[config.mk]
export PLATFORM = sky130hd
export DESIGN_NAME = sd_dma_chain
export DESIGN_NICKNAME = d
export VERILOG_FILES = /design/src/rtl/sd_dma_pkg.sv /design/src/rtl/sd_dma_stall.sv /design/src/rtl/sd_dma_regs.sv /design/src/rtl/sd_dma_walker.sv /design/src/rtl/sd_dma_chain.sv
export SDC_FILE = /design/constraint.sdc
export NUM_CORES = 1
export LEC_CHECK = 0
export BUFFER_PORTS_ARGS = -buffer_cell sky130_fd_sc_hd__buf_2
export CORE_UTILIZATION = 60
export DETAILED_ROUTE_END_ITERATION = 10
export HOLD_SLACK_MARGIN = 0.1
export PLACE_DENSITY = 0.95
export SYNTH_ARGS = -nofsm -noshare
export SYNTH_HDL_FRONTEND = slang
export SYNTH_SLANG_ARGS = --single-unit
[constraint.sdc]
create_clock -name clk -period 19 [get_ports clk]
set_clock_uncertainty 0.15 [all_clocks]
set_input_delay 0 -clock clk [delete_from_list [all_inputs] [get_ports clk]]
set_output_delay 0 -clock clk [all_outputs]
set_load 0.01 [all_outputs]
[src/rtl/sd_dma_pkg.sv]
package sd_dma_pkg;

  localparam int WORD_W = 32;

  typedef enum logic [3:0] {
    RES_NONE  = 4'h0,
    RES_UNDER = 4'h1,
    RES_OVER  = 4'h2,
    RES_DESC  = 4'h3,
    RES_DATA  = 4'h4,
    RES_EARLY = 4'h5,
    RES_OK    = 4'hF
  } res_e;

  typedef enum logic [2:0] {
    W_IDLE,
    W_DESC,
    W_MRD,
    W_PUSH,
    W_POP,
    W_MWR
  } wstate_e;

  localparam logic [2:0] RA_CTRL = 3'd0;
  localparam logic [2:0] RA_IEN  = 3'd1;
  localparam logic [2:0] RA_STS  = 3'd2;
  localparam logic [2:0] RA_DPTR = 3'd3;
  localparam logic [2:0] RA_CHAN = 3'd4;

  localparam int CTRL_EN_BIT   = 0;
  localparam int CTRL_SRST_BIT = 8;
  localparam int CHAN_RUN_BIT  = 7;
  localparam int CHAN_DIR_BIT  = 22;
  localparam int DF_LAST_BIT   = 31;
  localparam int DF_FMT_BIT    = 30;

endpackage

[src/rtl/sd_dma_stall.sv]
module sd_dma_stall #(
  parameter int STALL_LIMIT = 16
) (
  input  logic clk,
  input  logic rst_n,
  input  logic clr,
  input  logic wait_i,
  output logic hit
);
  localparam int SCW = $clog2(STALL_LIMIT + 1);

  logic [SCW-1:0] cnt_q, cnt_d;

  always_comb begin
    if (clr || !wait_i) cnt_d = '0;
    else                cnt_d = cnt_q + SCW'(1);
  end

  always_ff @(posedge clk or negedge rst_n) begin
    if (!rst_n) cnt_q <= '0;
    else        cnt_q <= cnt_d;
  end

  assign hit = wait_i && (cnt_q == SCW'(STALL_LIMIT - 1));
endmodule

[src/rtl/sd_dma_regs.sv]
module sd_dma_regs
  import sd_dma_pkg::*;
#(
  parameter int AW = 32
) (
  input  logic              clk,
  input  logic              rst_n,
  input  logic              reg_we,
  input  logic [2:0]        reg_addr,
  input  logic [WORD_W-1:0] reg_wdata,
  output logic [WORD_W-1:0] reg_rdata,
  input  logic              fin,
  input  res_e              fin_code,
  output logic              srst,
  output logic              start,
  output logic              dir,
  output logic [AW-1:0]     dptr,
  output logic              run,
  output logic [3:0]        code,
  output logic              sts,
  output logic              irq
);
  logic          en_q, en_d;
  logic          ien_q, ien_d;
  logic          sts_q, sts_d;
  logic [AW-1:0] dptr_q, dptr_d;
  logic          dir_q, dir_d;
  logic          run_q, run_d;
  res_e          code_q, code_d;

  logic wr_ctrl, wr_ien, wr_sts, wr_dptr, wr_chan;

  assign wr_ctrl = reg_we && (reg_addr == RA_CTRL);
  assign wr_ien  = reg_we && (reg_addr == RA_IEN);
  assign wr_sts  = reg_we && (reg_addr == RA_STS);
  assign wr_dptr = reg_we && (reg_addr == RA_DPTR);
  assign wr_chan = reg_we && (reg_addr == RA_CHAN);

  assign srst  = wr_ctrl && reg_wdata[CTRL_SRST_BIT];
  assign start = wr_chan && reg_wdata[CHAN_RUN_BIT] && en_q && !run_q && !srst;

  always_comb begin
    en_d   = en_q;
    ien_d  = ien_q;
    sts_d  = sts_q;
    dptr_d = dptr_q;
    dir_d  = dir_q;
    run_d  = run_q;
    code_d = code_q;
    if (srst) begin
      en_d   = 1'b0;
      ien_d  = 1'b0;
      sts_d  = 1'b0;
      dptr_d = '0;
      dir_d  = 1'b0;
      run_d  = 1'b0;
      code_d = RES_NONE;
    end else begin
      if (wr_ctrl) en_d = reg_wdata[CTRL_EN_BIT];
      if (wr_ien)  ien_d = reg_wdata[0];
      if (wr_dptr) dptr_d = reg_wdata[AW-1:0];
      if (wr_chan && !run_q) dir_d = reg_wdata[CHAN_DIR_BIT];
      // an end-of-transfer set takes priority over a clear in the same cycle
      if (fin)                       sts_d = 1'b1;
      else if (wr_sts && reg_wdata[0]) sts_d = 1'b0;
      if (start) begin
        run_d  = 1'b1;
        code_d = RES_NONE;
      end else if (fin) begin
        run_d  = 1'b0;
        code_d = fin_code;
      end
    end
  end

  always_ff @(posedge clk or negedge rst_n) begin
    if (!rst_n) begin
      en_q   <= 1'b0;
      ien_q  <= 1'b0;
      sts_q  <= 1'b0;
      dptr_q <= '0;
      dir_q  <= 1'b0;
      run_q  <= 1'b0;
      code_q <= RES_NONE;
    end else begin
      en_q   <= en_d;
      ien_q  <= ien_d;
      sts_q  <= sts_d;
      dptr_q <= dptr_d;
      dir_q  <= dir_d;
      run_q  <= run_d;
      code_q <= code_d;
    end
  end

  always_comb begin
    reg_rdata = '0;
    case (reg_addr)
      RA_CTRL: reg_rdata[CTRL_EN_BIT] = en_q;
      RA_IEN:  reg_rdata[0] = ien_q;
      RA_STS:  reg_rdata[0] = sts_q;
      RA_DPTR: reg_rdata[AW-1:0] = dptr_q;
      RA_CHAN: begin
        reg_rdata[CHAN_DIR_BIT] = dir_q;
        reg_rdata[CHAN_RUN_BIT] = run_q;
        reg_rdata[3:0]          = code_q;
      end
      default: reg_rdata = '0;
    endcase
  end

  logic unused_wbits;
  assign unused_wbits = ^reg_wdata;

  assign dir  = dir_q;
  assign dptr = dptr_q;
  assign run  = run_q;
  assign code = code_q;
  assign sts  = sts_q;
  assign irq  = sts_q && ien_q;
endmodule

[src/rtl/sd_dma_walker.sv]
module sd_dma_walker
  import sd_dma_pkg::*;
#(
  parameter int AW  = 32,
  parameter int BCW = 16
) (
  input  logic              clk,
  input  logic              rst_n,
  input  logic              srst,
  input  logic              start,
  input  logic              dir,
  input  logic [AW-1:0]     dptr,
  output logic              mem_req,
  output logic              mem_we,
  output logic [AW-1:0]     mem_addr,
  output logic [WORD_W-1:0] mem_wdata,
  input  logic              mem_ack,
  input  logic              mem_err,
  input  logic [WORD_W-1:0] mem_rdata,
  output logic              fifo_push,
  output logic [WORD_W-1:0] fifo_wdata,
  input  logic              fifo_full,
  output logic              fifo_pop,
  input  logic [WORD_W-1:0] fifo_rdata,
  input  logic              fifo_empty,
  output logic              stall_wait,
  input  logic              stall_hit,
  output logic              fin,
  output res_e              fin_code
);
  localparam int WCW = BCW - 1;

  wstate_e           state_q, state_d;
  logic [AW-1:0]     cur_q, cur_d;
  logic [1:0]        widx_q, widx_d;
  logic              last_q, last_d;
  logic              fmt_q, fmt_d;
  logic [BCW-1:0]    count_q, count_d;
  logic [AW-1:0]     buf_q, buf_d;
  logic [AW-1:0]     branch_q, branch_d;
  logic [WCW-1:0]    words_q, words_d;
  logic [WORD_W-1:0] data_q, data_d;

  logic           desc_done;
  logic [BCW:0]   round_up;
  logic           last_word;

  assign round_up  = {1'b0, count_q} + (BCW+1)'(3);
  assign last_word = (words_q == WCW'(1));

  always_comb begin
    state_d    = state_q;
    cur_d      = cur_q;
    widx_d     = widx_q;
    last_d     = last_q;
    fmt_d      = fmt_q;
    count_d    = count_q;
    buf_d      = buf_q;
    branch_d   = branch_q;
    words_d    = words_q;
    data_d     = data_q;
    fin        = 1'b0;
    fin_code   = RES_NONE;
    fifo_push  = 1'b0;
    fifo_pop   = 1'b0;
    stall_wait = 1'b0;
    desc_done  = 1'b0;
    case (state_q)
      W_IDLE: begin
        if (start) begin
          cur_d   = dptr;
          widx_d  = 2'd0;
          state_d = W_DESC;
        end
      end
      W_DESC: begin
        if (mem_ack) begin
          if (mem_err) begin
            fin = 1'b1; fin_code = RES_DESC; state_d = W_IDLE;
          end else begin
            case (widx_q)
              2'd0: begin
                last_d  = mem_rdata[DF_LAST_BIT];
                fmt_d   = mem_rdata[DF_FMT_BIT];
                count_d = mem_rdata[BCW-1:0];
              end
              2'd1:    buf_d = mem_rdata[AW-1:0];
              default: branch_d = mem_rdata[AW-1:0];
            endcase
            if (widx_q == 2'd2) begin
              if (!fmt_q) begin
                fin = 1'b1; fin_code = RES_DESC; state_d = W_IDLE;
              end else if (count_q == '0) begin
                fin = 1'b1; fin_code = RES_EARLY; state_d = W_IDLE;
              end else begin
                words_d = round_up[BCW:2];
                state_d = dir ? W_POP : W_MRD;
              end
            end else begin
              widx_d = widx_q + 2'd1;
            end
          end
        end
      end
      W_MRD: begin
        if (mem_ack) begin
          if (mem_err) begin
            fin = 1'b1; fin_code = RES_DATA; state_d = W_IDLE;
          end else begin
            data_d  = mem_rdata;
            state_d = W_PUSH;
          end
        end
      end
      W_PUSH: begin
        if (!fifo_full) begin
          fifo_push = 1'b1;
          buf_d     = buf_q + AW'(4);
          words_d   = words_q - WCW'(1);
          if (last_word) desc_done = 1'b1;
          else           state_d = W_MRD;
        end else begin
          stall_wait = 1'b1;
          if (stall_hit) begin
            fin = 1'b1; fin_code = RES_OVER; state_d = W_IDLE;
          end
        end
      end
      W_POP: begin
        if (!fifo_empty) begin
          fifo_pop = 1'b1;
          data_d   = fifo_rdata;
          state_d  = W_MWR;
        end else begin
          stall_wait = 1'b1;
          if (stall_hit) begin
            fin = 1'b1; fin_code = RES_UNDER; state_d = W_IDLE;
          end
        end
      end
      W_MWR: begin
        if (mem_ack) begin
          if (mem_err) begin
            fin = 1'b1; fin_code = RES_DATA; state_d = W_IDLE;
          end else begin
            buf_d   = buf_q + AW'(4);
            words_d = words_q - WCW'(1);
            if (last_word) desc_done = 1'b1;
            else           state_d = W_POP;
          end
        end
      end
      default: state_d = W_IDLE;
    endcase
    if (desc_done) begin
      if (last_q) begin
        fin = 1'b1; fin_code = RES_OK; state_d = W_IDLE;
      end else begin
        cur_d   = branch_q;
        widx_d  = 2'd0;
        state_d = W_DESC;
      end
    end
    if (srst) state_d = W_IDLE;
  end

  always_ff @(posedge clk or negedge rst_n) begin
    if (!rst_n) begin
      state_q  <= W_IDLE;
      cur_q    <= '0;
      widx_q   <= '0;
      last_q   <= 1'b0;
      fmt_q    <= 1'b0;
      count_q  <= '0;
      buf_q    <= '0;
      branch_q <= '0;
      words_q  <= '0;
      data_q   <= '0;
    end else begin
      state_q  <= state_d;
      cur_q    <= cur_d;
      widx_q   <= widx_d;
      last_q   <= last_d;
      fmt_q    <= fmt_d;
      count_q  <= count_d;
      buf_q    <= buf_d;
      branch_q <= branch_d;
      words_q  <= words_d;
      data_q   <= data_d;
    end
  end

  assign mem_req    = (state_q == W_DESC) || (state_q == W_MRD) || (state_q == W_MWR);
  assign mem_we     = (state_q == W_MWR);
  assign mem_addr   = (state_q == W_DESC) ? (cur_q + {{(AW-4){1'b0}}, widx_q, 2'b00}) : buf_q;
  assign mem_wdata  = data_q;
  assign fifo_wdata = data_q;
endmodule

[src/rtl/sd_dma_chain.sv]
module sd_dma_chain
  import sd_dma_pkg::*;
#(
  parameter int AW          = 32,
  parameter int BCW         = 16,
  parameter int STALL_LIMIT = 16
) (
  input  logic              clk,
  input  logic              rst_n,
  input  logic              reg_we,
  input  logic [2:0]        reg_addr,
  input  logic [WORD_W-1:0] reg_wdata,
  output logic [WORD_W-1:0] reg_rdata,
  output logic              mem_req,
  output logic              mem_we,
  output logic [AW-1:0]     mem_addr,
  output logic [WORD_W-1:0] mem_wdata,
  input  logic              mem_ack,
  input  logic              mem_err,
  input  logic [WORD_W-1:0] mem_rdata,
  output logic              fifo_push,
  output logic [WORD_W-1:0] fifo_wdata,
  input  logic              fifo_full,
  output logic              fifo_pop,
  input  logic [WORD_W-1:0] fifo_rdata,
  input  logic              fifo_empty,
  output logic              irq
);
  logic [1:0]    rsync_q;
  logic          arst_n;
  logic          srst_w, start_w, dir_w, run_w, sts_w, fin_w;
  logic          stall_wait_w, stall_hit_w;
  logic [AW-1:0] dptr_w;
  logic [3:0]    code_w;
  res_e          fin_code_w;

  always_ff @(posedge clk or negedge rst_n) begin
    if (!rst_n) rsync_q <= 2'b00;
    else        rsync_q <= {rsync_q[0], 1'b1};
  end
  assign arst_n = rsync_q[1];

  sd_dma_regs #(.AW(AW)) u_regs (
    .clk(clk), .rst_n(arst_n),
    .reg_we(reg_we), .reg_addr(reg_addr), .reg_wdata(reg_wdata), .reg_rdata(reg_rdata),
    .fin(fin_w), .fin_code(fin_code_w),
    .srst(srst_w), .start(start_w), .dir(dir_w), .dptr(dptr_w),
    .run(run_w), .code(code_w), .sts(sts_w), .irq(irq)
  );

  sd_dma_walker #(.AW(AW), .BCW(BCW)) u_walker (
    .clk(clk), .rst_n(arst_n), .srst(srst_w), .start(start_w), .dir(dir_w), .dptr(dptr_w),
    .mem_req(mem_req), .mem_we(mem_we), .mem_addr(mem_addr), .mem_wdata(mem_wdata),
    .mem_ack(mem_ack), .mem_err(mem_err), .mem_rdata(mem_rdata),
    .fifo_push(fifo_push), .fifo_wdata(fifo_wdata), .fifo_full(fifo_full),
    .fifo_pop(fifo_pop), .fifo_rdata(fifo_rdata), .fifo_empty(fifo_empty),
    .stall_wait(stall_wait_w), .stall_hit(stall_hit_w),
    .fin(fin_w), .fin_code(fin_code_w)
  );

  sd_dma_stall #(.STALL_LIMIT(STALL_LIMIT)) u_stall (
    .clk(clk), .rst_n(arst_n), .clr(srst_w), .wait_i(stall_wait_w), .hit(stall_hit_w)
  );
endmodule

==> flow_metrics.env, run 1 <==
export IMPL_synth_seq_cells=214
export IMPL_cts_root_buf="clkbuf_16"
export IMPL_required_ns=19.17
export IMPL_dp_slack_ns=15.38
export IMPL_h_tree_depth=1
export IMPL_synth_mux_area_share_pct=10.5
export IMPL_drive_gt1_share_pct=22.6
export IMPL_ys_top_cells_by_area="dfrtp_1 45%, a21oi_1 6.6%, nand2_1 5.6%"
export IMPL_yosysUniqueCellTypes=74
export IMPL_avgRoutedWirePerCell_um=21.9
export IMPL_grt_overflow_total=0
export IMPL_postRouteAntennaNets=0
export IMPL_gp_congestion=0.918
export IMPL_drv_slew=0
export IMPL_fillers=1050
export IMPL_synthCells=1298
export IMPL_die_area_um2=20300
export IMPL_grt_pass1_vias=12044
export IMPL_coreArea_um2=19000
export IMPL_synthTopCellsByCount="214 x dfrtp_1, 176 x nand2_1, 155 x a21oi_1"
export IMPL_clkSinkCount=214
export IMPL_die_y_um=142
export IMPL_synth_top_area_share_pct=45.3
export IMPL_synth_compound_area_share_pct=15.4
export IMPL_crit_arrival_ns=4.05
export IMPL_first_pass_iters=8
export IMPL_grt_pass1_wl_mm=65.5
export IMPL_antenna_found_initial=3
export IMPL_via_per_inst=6.39
export IMPL_start_kind="register"
export IMPL_placed_area_um2=12900
export IMPL_chipWidth_um=142
export IMPL_synthAdderAreaFrac_pct=1.23
export IMPL_num_rows=50
export IMPL_rsz0062_at_grt="no"
export IMPL_hold_violations=0
export IMPL_ir_drop_v=0.0000795
export IMPL_ys_flop_type="dfrtp_1"
export IMPL_rr_startpoint="u_walker.state_q[0]"
export IMPL_min_to="u_walker.branch_q[29]"
export IMPL_path_delay_family="simple AND/OR/NAND/NOR gates"
export IMPL_ff2ff_setup_slack_ns=15.12
export IMPL_grt_max_degree=77
export IMPL_stdcell_count=1916
export IMPL_final_area_um2=15400
export IMPL_p_comb_share_pct=39.6
export IMPL_outcome="finished clean"
export IMPL_p_clk_share_pct=22.5
export IMPL_insertion_delay_ns=0.52
export IMPL_r2r_end="u_walker.cur_q[7]"
export IMPL_yosysSeqAreaShare_pct=45.3
export IMPL_yosysTopAreaCell="dfrtp_1"
export IMPL_finalPower_mw=2.16
export IMPL_path_max_fanout=69
export IMPL_initial_core_util_pct=62.2
export IMPL_post_place_cells=1702
export IMPL_vias=12246
export IMPL_p_sw_mw=0.891
export IMPL_finalSetupViolations=0
export IMPL_cpPeakStageDelay_ns=0.66
export IMPL_synth_most_common_cell="dfrtp_1"
export IMPL_critPathCaptureType="register"
export IMPL_remaining_drc_errors=0
export IMPL_nets=1752
export IMPL_place_hpwl_mm=23.3
export IMPL_power_density_nw_per_um2=140
export IMPL_synth_top_family_by_area="simple AND/OR/NAND/NOR gates"
export IMPL_fmax_ghz=0.258
export IMPL_min_from="mem_rdata[29]"
export IMPL_period_needed_ns=3.88
export IMPL_drt_iter0_drc=1553
export IMPL_hold_slack_ns=0.188
export IMPL_path_clk_slew_ns=0.08
export IMPL_port_buffers=238
export IMPL_cp_cell_sequence="or3b_2 -> buf_4 -> o211a_1 -> and2_4 -> nand2b_2 -> nor2_1 -> a21oi_1"
export IMPL_hold_depth=3
export IMPL_cp_num_buf_inv=1
export IMPL_synthXorXnorAreaFrac_pct=3.04
export IMPL_multi_input_area_um2=5840
export IMPL_max_slew_margin_pct=9.75
export IMPL_final_util_pct=80.9
export IMPL_cts_made_buffers=23
export IMPL_seqPwrFrac_pct=37.9
export IMPL_pin_count=239
export IMPL_reg2regPathDepth=7
export IMPL_worst_pin_slew_ns=1.34
export IMPL_swShare_pct=41.3
export IMPL_cap_violations=0
export IMPL_gr_usage_all_layers_pct=42.3
export IMPL_seq_area_um2=5360
export IMPL_cell_internal_pwr_mw=1.27
export IMPL_yosysWarnings=0
export IMPL_slowest_stage="nand2b_2"
export IMPL_path_class="register to register"
export IMPL_synthArstFlopShare_pct=100
export IMPL_p_leak_nw=6.90
export IMPL_finalWorstSetupSlack_ns=15.12
export IMPL_clock_path_buffers=3
export IMPL_final_setup_tns_ns=0
export IMPL_syn_avg_cell_area_um2=9.11
export IMPL_min_path_type="primary input to register"
export IMPL_synth_edf_count=0
export IMPL_wl_mm=42.0
export IMPL_syn_nets=1415
export IMPL_synthToLayoutAreaGrowth_pct=30.2
export IMPL_synth_area_um2=11800
export IMPL_cts_tree="built"
export IMPL_post_route_period_util_pct=20.4
export IMPL_synth_simple_area_share_pct=19.0
[worst max-delay path by stage]
stage	from	endpoint	slack (ns)	depth (start not counted)
finish	u_walker.state_q[0]	u_walker.cur_q[7]	15.12	7
global route	u_walker.state_q[0]	u_walker.cur_q[30]	14.86	7
CTS	u_walker.state_q[0]	u_walker.cur_q[14]	15.36	7
detailed placement	u_walker.state_q[0]	u_walker.cur_q[11]	15.38	7
global placement	u_walker.state_q[0]	u_walker.cur_q[27]	15.52	7
floorplan	rsync_q[1]	u_regs.code[0]	12.44	0
[cells by family (layout without fill, tap and decap cells)]
| logic type | Yosys count | after routing |
|---|---|---|
| adders and majority gates | 11 | 11 |
| DFF | 214 | 214 |
| buffers and inverters | 127 | 481 |
| and+or+nand+nor | 474 | 474 |
| xor gates and xnor gates | 41 | 41 |
| muxes | 117 | 117 |
| other | 1 | 5 |
| AOI/OAI and AO/OA | 313 | 313 |
[registers in the layout (all words and copies together) (netlist names), 4 cells and up]
name and cells:
u_regs.dptr 32, u_stall.cnt_q 5, u_walker.words_q 15, u_walker.fifo_wdata 32, u_walker.cur_q 32, u_walker.branch_q 32, u_walker.count_q 16, u_walker.buf_q 32
u_regs.code 4
[routing by layer]
metal / global-route usage (%) / routed length [um] / vias up
met5: 0 / 46 / -
met4: 25.8 / 2960 / 4
met3: 10.3 / 4500 / 289
met2: 68.3 / 19700 / 1005
met1: 51.3 / 14800 / 5732
li1: - / - / 5216
[cells in the final DEF, fill, tap and decap left out, types with 7 or more instances in the layout]
cell type / netlist / layout
a21oi_1: 155 / 154
a22o_1: 8 / 8
and2_1: 30 / 30
and3_1: 11 / 11
buf_2: 12 / 238
buf_4: 33 / 11
clkbuf_16: 0 / 23
dfrtp_1: 214 / 213
dlygate4sd3_1: 0 / 168
ha_1: 10 / 10
inv_1: 22 / 22
mux2_2: 51 / 51
mux2i_1: 65 / 65
nand2_1: 176 / 176
nand2b_1: 9 / 8
nand3_1: 32 / 32
nand4_1: 15 / 15
nor2_1: 126 / 125
nor3_1: 23 / 23
nor4_1: 10 / 10
o21ai_0: 72 / 72
o22ai_1: 15 / 15
o32ai_1: 7 / 7
or3_1: 9 / 9
xnor2_1: 20 / 20
xor2_1: 21 / 21
[what timing repair did]
| item | 4_1_cts | 5_1_grt |
|---|---|---|
| hold buffers | 168 | 0 |
| buffers inserted | 0 | 0 |
| resized for setup | 0 | 0 |
| endpoints found under the hold margin | 165 | 0 |
[power groups by stage]
stage,sequential (mW),combinational (mW),clock [mW]
finish,0.818,0.855,0.486
global route,0.834,0.926,0.505
CTS,0.796,0.810,0.485
detailed placement,0.799,0.758,0
global placement,0.789,0.731,0
floorplan,0.764,0.552,0
[final cells by class]
type	count	area share, %
well taps	260	2.11
diodes	4	0.0650
clock buffers	26	4.01
inverters	22	0.537
multi-input cells	957	38.0
flip-flops and latches	214	34.8
clock inverters	16	1.28
repair buffers	417	19.2
[tightest hold or removal path, stage by stage]
cell,delay [ns]
dlygate4sd3_1,0.52
buf_2,0.15
mux2_2,0.16
(Power assumes the default switching activity.)
==> run 2, diff against run 1 <==
ABC_AREA = 1   (was default)
CORE_UTILIZATION = 51   (was 60)
PLACE_DENSITY = 0.86   (was 0.95)
clock period = 3.5 ns   (was 19 ns; I/O delays follow)
==> flow_metrics.env, run 2 <==
export IMPL_outcome="finished clean"
export IMPL_gr_usage_all_layers_pct=36.0
export IMPL_critPathCaptureType="output pin"
export IMPL_grt_max_degree=66
export IMPL_min_from="mem_rdata[26]"
export IMPL_ys_top_cells_by_area="dfrtp_1 43%, nand2_1 14%, o21ai_0 7.2%"
export IMPL_post_route_period_util_pct=92.6
export IMPL_path_delay_family="simple AND/OR/NAND/NOR gates"
export IMPL_p_sw_mw=5.42
export IMPL_required_ns=3.35
export IMPL_coreArea_um2=23700
export IMPL_ir_drop_v=0.000449
export IMPL_synthArstFlopShare_pct=100
export IMPL_slowest_stage="fa_1"
export IMPL_synthTopCellsByCount="474 x nand2_1, 214 x dfrtp_1, 195 x inv_1"
export IMPL_synth_area_um2=12400
export IMPL_ctsHoldBuffers=204
export IMPL_yosysSeqAreaShare_pct=43.1
export IMPL_swShare_pct=42.8
export IMPL_rr_startpoint="u_walker.state_q[1]"
export IMPL_cp_cell_sequence="ha_1 -> inv_1 -> fa_1 -> inv_1 -> nand4_1 -> nor2_1 -> nand2_1 -> nor2_1 -> xnor2_1 -> o21ai_0 -> buf_2"
export IMPL_path_clk_slew_ns=0.06
export IMPL_syn_nets=1843
export IMPL_finalPower_mw=12.7
export IMPL_synth_edf_count=0
export IMPL_post_cts_buffers=0
export IMPL_hold_violations=0
export IMPL_insertedDiodeCount=0
export IMPL_ys_flop_type="dfrtp_1"
export IMPL_yosysWarnings=0
export IMPL_power_density_nw_per_um2=768
export IMPL_p_comb_share_pct=42.3
export IMPL_die_area_um2=25000
export IMPL_cts_made_buffers=24
export IMPL_num_rows=56
export IMPL_drv_slew=0
export IMPL_p_leak_nw=8.09
export IMPL_mostFrequentLayoutCells="473 x nand2_1, 238 x buf_2, 213 x dfrtp_1"
export IMPL_remaining_drc_errors=0
export IMPL_synth_most_common_cell="nand2_1"
export IMPL_cts_root_buf="clkbuf_16"
export IMPL_drt_iter0_drc=1596
export IMPL_cp_num_buf_inv=3
export IMPL_chipWidth_um=158
export IMPL_cap_violations=0
export IMPL_cpPeakStageDelay_ns=0.44
export IMPL_syn_avg_cell_area_um2=7.20
export IMPL_max_slew_margin_pct=29.5
export IMPL_gp_congestion=0.993
export IMPL_rsz0062_at_grt="no"
export IMPL_vias=13978
export IMPL_clock_path_buffers=3
export IMPL_pin_count=239
export IMPL_synth_top_family_by_area="simple AND/OR/NAND/NOR gates"
export IMPL_die_y_um=158
export IMPL_clkSinkCount=214
export IMPL_synth_simple_area_share_pct=27.0
export IMPL_path_max_fanout=4
export IMPL_grt_pass1_vias=13647
export IMPL_p_clk_share_pct=22.1
export IMPL_grt_pass1_wl_mm=69.5
export IMPL_yosysTopAreaCell="dfrtp_1"
export IMPL_startpoint="u_walker.widx_q[0]"
export IMPL_h_tree_depth=1
export IMPL_placed_area_um2=13600
export IMPL_start_kind="register"
export IMPL_yosysUniqueCellTypes=44
export IMPL_avgRoutedWirePerCell_um=18.6
export IMPL_antenna_found_initial=0
export IMPL_seqPwrFrac_pct=35.6
export IMPL_via_per_inst=5.72
export IMPL_synthXorXnorAreaFrac_pct=2.40
export IMPL_path_class="register to output pin"
export IMPL_nets=2223
export IMPL_fmax_ghz=0.309
export IMPL_synth_top_area_share_pct=43.1
export IMPL_cell_internal_pwr_mw=7.26
export IMPL_postRouteAntennaNets=0
export IMPL_synth_compound_area_share_pct=14.8
export IMPL_first_pass_iters=6
export IMPL_final_area_um2=16500
export IMPL_synthToLayoutAreaGrowth_pct=32.9
export IMPL_finalSetupViolations=0
export IMPL_cts_tree="built"
export IMPL_place_hpwl_mm=28.2
export IMPL_synth_mux_area_share_pct=0.816
export IMPL_period_needed_ns=3.24
export IMPL_wl_mm=45.3
export IMPL_synth_seq_cells=214
export IMPL_insertion_delay_ns=0.52
export IMPL_initial_core_util_pct=52.4
export IMPL_drive_gt1_share_pct=15.2
export IMPL_min_path_type="primary input to register"
export IMPL_synthAdderAreaFrac_pct=1.17
export IMPL_post_cts_resized=0
export IMPL_grt_overflow_total=0
export IMPL_final_setup_tns_ns=0
export IMPL_layout_commonest_cell="nand2_1"
export IMPL_port_buffers=238
export IMPL_worst_pin_slew_ns=1.06
export IMPL_synthCells=1726
export IMPL_crit_arrival_ns=3.09
==> run 2: area by class of cell <==
class,instances,area (um2)
fill,1784,7170
timing repair buffer,457,3370
clock inverter,9,148
clock buffer,35,723
inverter,204,766
sequential,214,5360
tap,319,399
multi-input combinational,1205,5750
==> run 2: power groups by stage <==
stage | Clock, mW | Sequential (mW) | Combinational, mW
after CTS | 2.79 | 4.42 | 5.12
after global routing | 2.91 | 4.58 | 5.93
after detailed placement | 0 | 4.44 | 4.61
final | 2.80 | 4.51 | 5.37
after global placement | 0 | 4.42 | 4.48
after floorplan | 0 | 4.19 | 3.25
==> run 2: cell families (layout without fill, tap and decap cells) <==
kind of cell | count (synthesis) | after routing
simple gates | 816 | 816
flops | 214 | 214
compound gates | 334 | 334
xor+xnor | 34 | 34
buf+inv | 307 | 705
fa+ha+maj | 11 | 11
other cells | 1 | 1
mux | 9 | 9
==> run 2: path summary, 6_finish.rpt <==
| path | endpoint | slack, ns | depth (start not counted) |
|---|---|---|---|
| worst min-delay path | u_walker.branch_q[26] | 0.16 | 3 |
| min in group asynchronous | rsync_q[0] | 0.17 | 3 |
| max in group asynchronous | u_walker.buf_q[17] | 1.82 | 1 |
| worst max register to register | u_walker.buf_q[2] | 0.36 | 11 |
| worst max-delay path | mem_addr[10] | 0.26 | 11 |
| worst min register to register | rsync_q[1] | 0.21 | 0 |
==> run 2: metrics by stage <==
stage	worst slack, ns	util (%)	hold WS [ns]	instances
final	0.259	69.7	0.158	2443
after global routing	0.0661	69.7	0.177	2443
after CTS	0.308	69.7	0.129	2443
after detailed placement	0.886	57.4	-0.362	2195
after global placement	0.991	57.4	-0.363	2195
after floorplan	1.18	-	-0.446	1726
==> run 2: metal layers <==
metal | up-vias | GRT usage [%] | part of all wire (%)
met4 | 0 | 26.2 | 7.8
met5 | - | 0 | 0
met3 | 258 | 5.12 | 7.6
met1 | 6481 | 42.4 | 37
li1 | 6330 | - | -
met2 | 909 | 60.2 | 48
==> run 2: worst register-to-register path: stages, from the launching register on <==
cell and delay (ns):
dfrtp_1 0.44, inv_2 0.10, nand2_1 0.06, nor2_2 0.11
buf_4 0.35, o22ai_1 0.23, nor3_4 0.14, buf_4 0.40
nand2_1 0.25, o22ai_1 0.17, nor2_1 0.06, dlygate4sd3_1 0.55
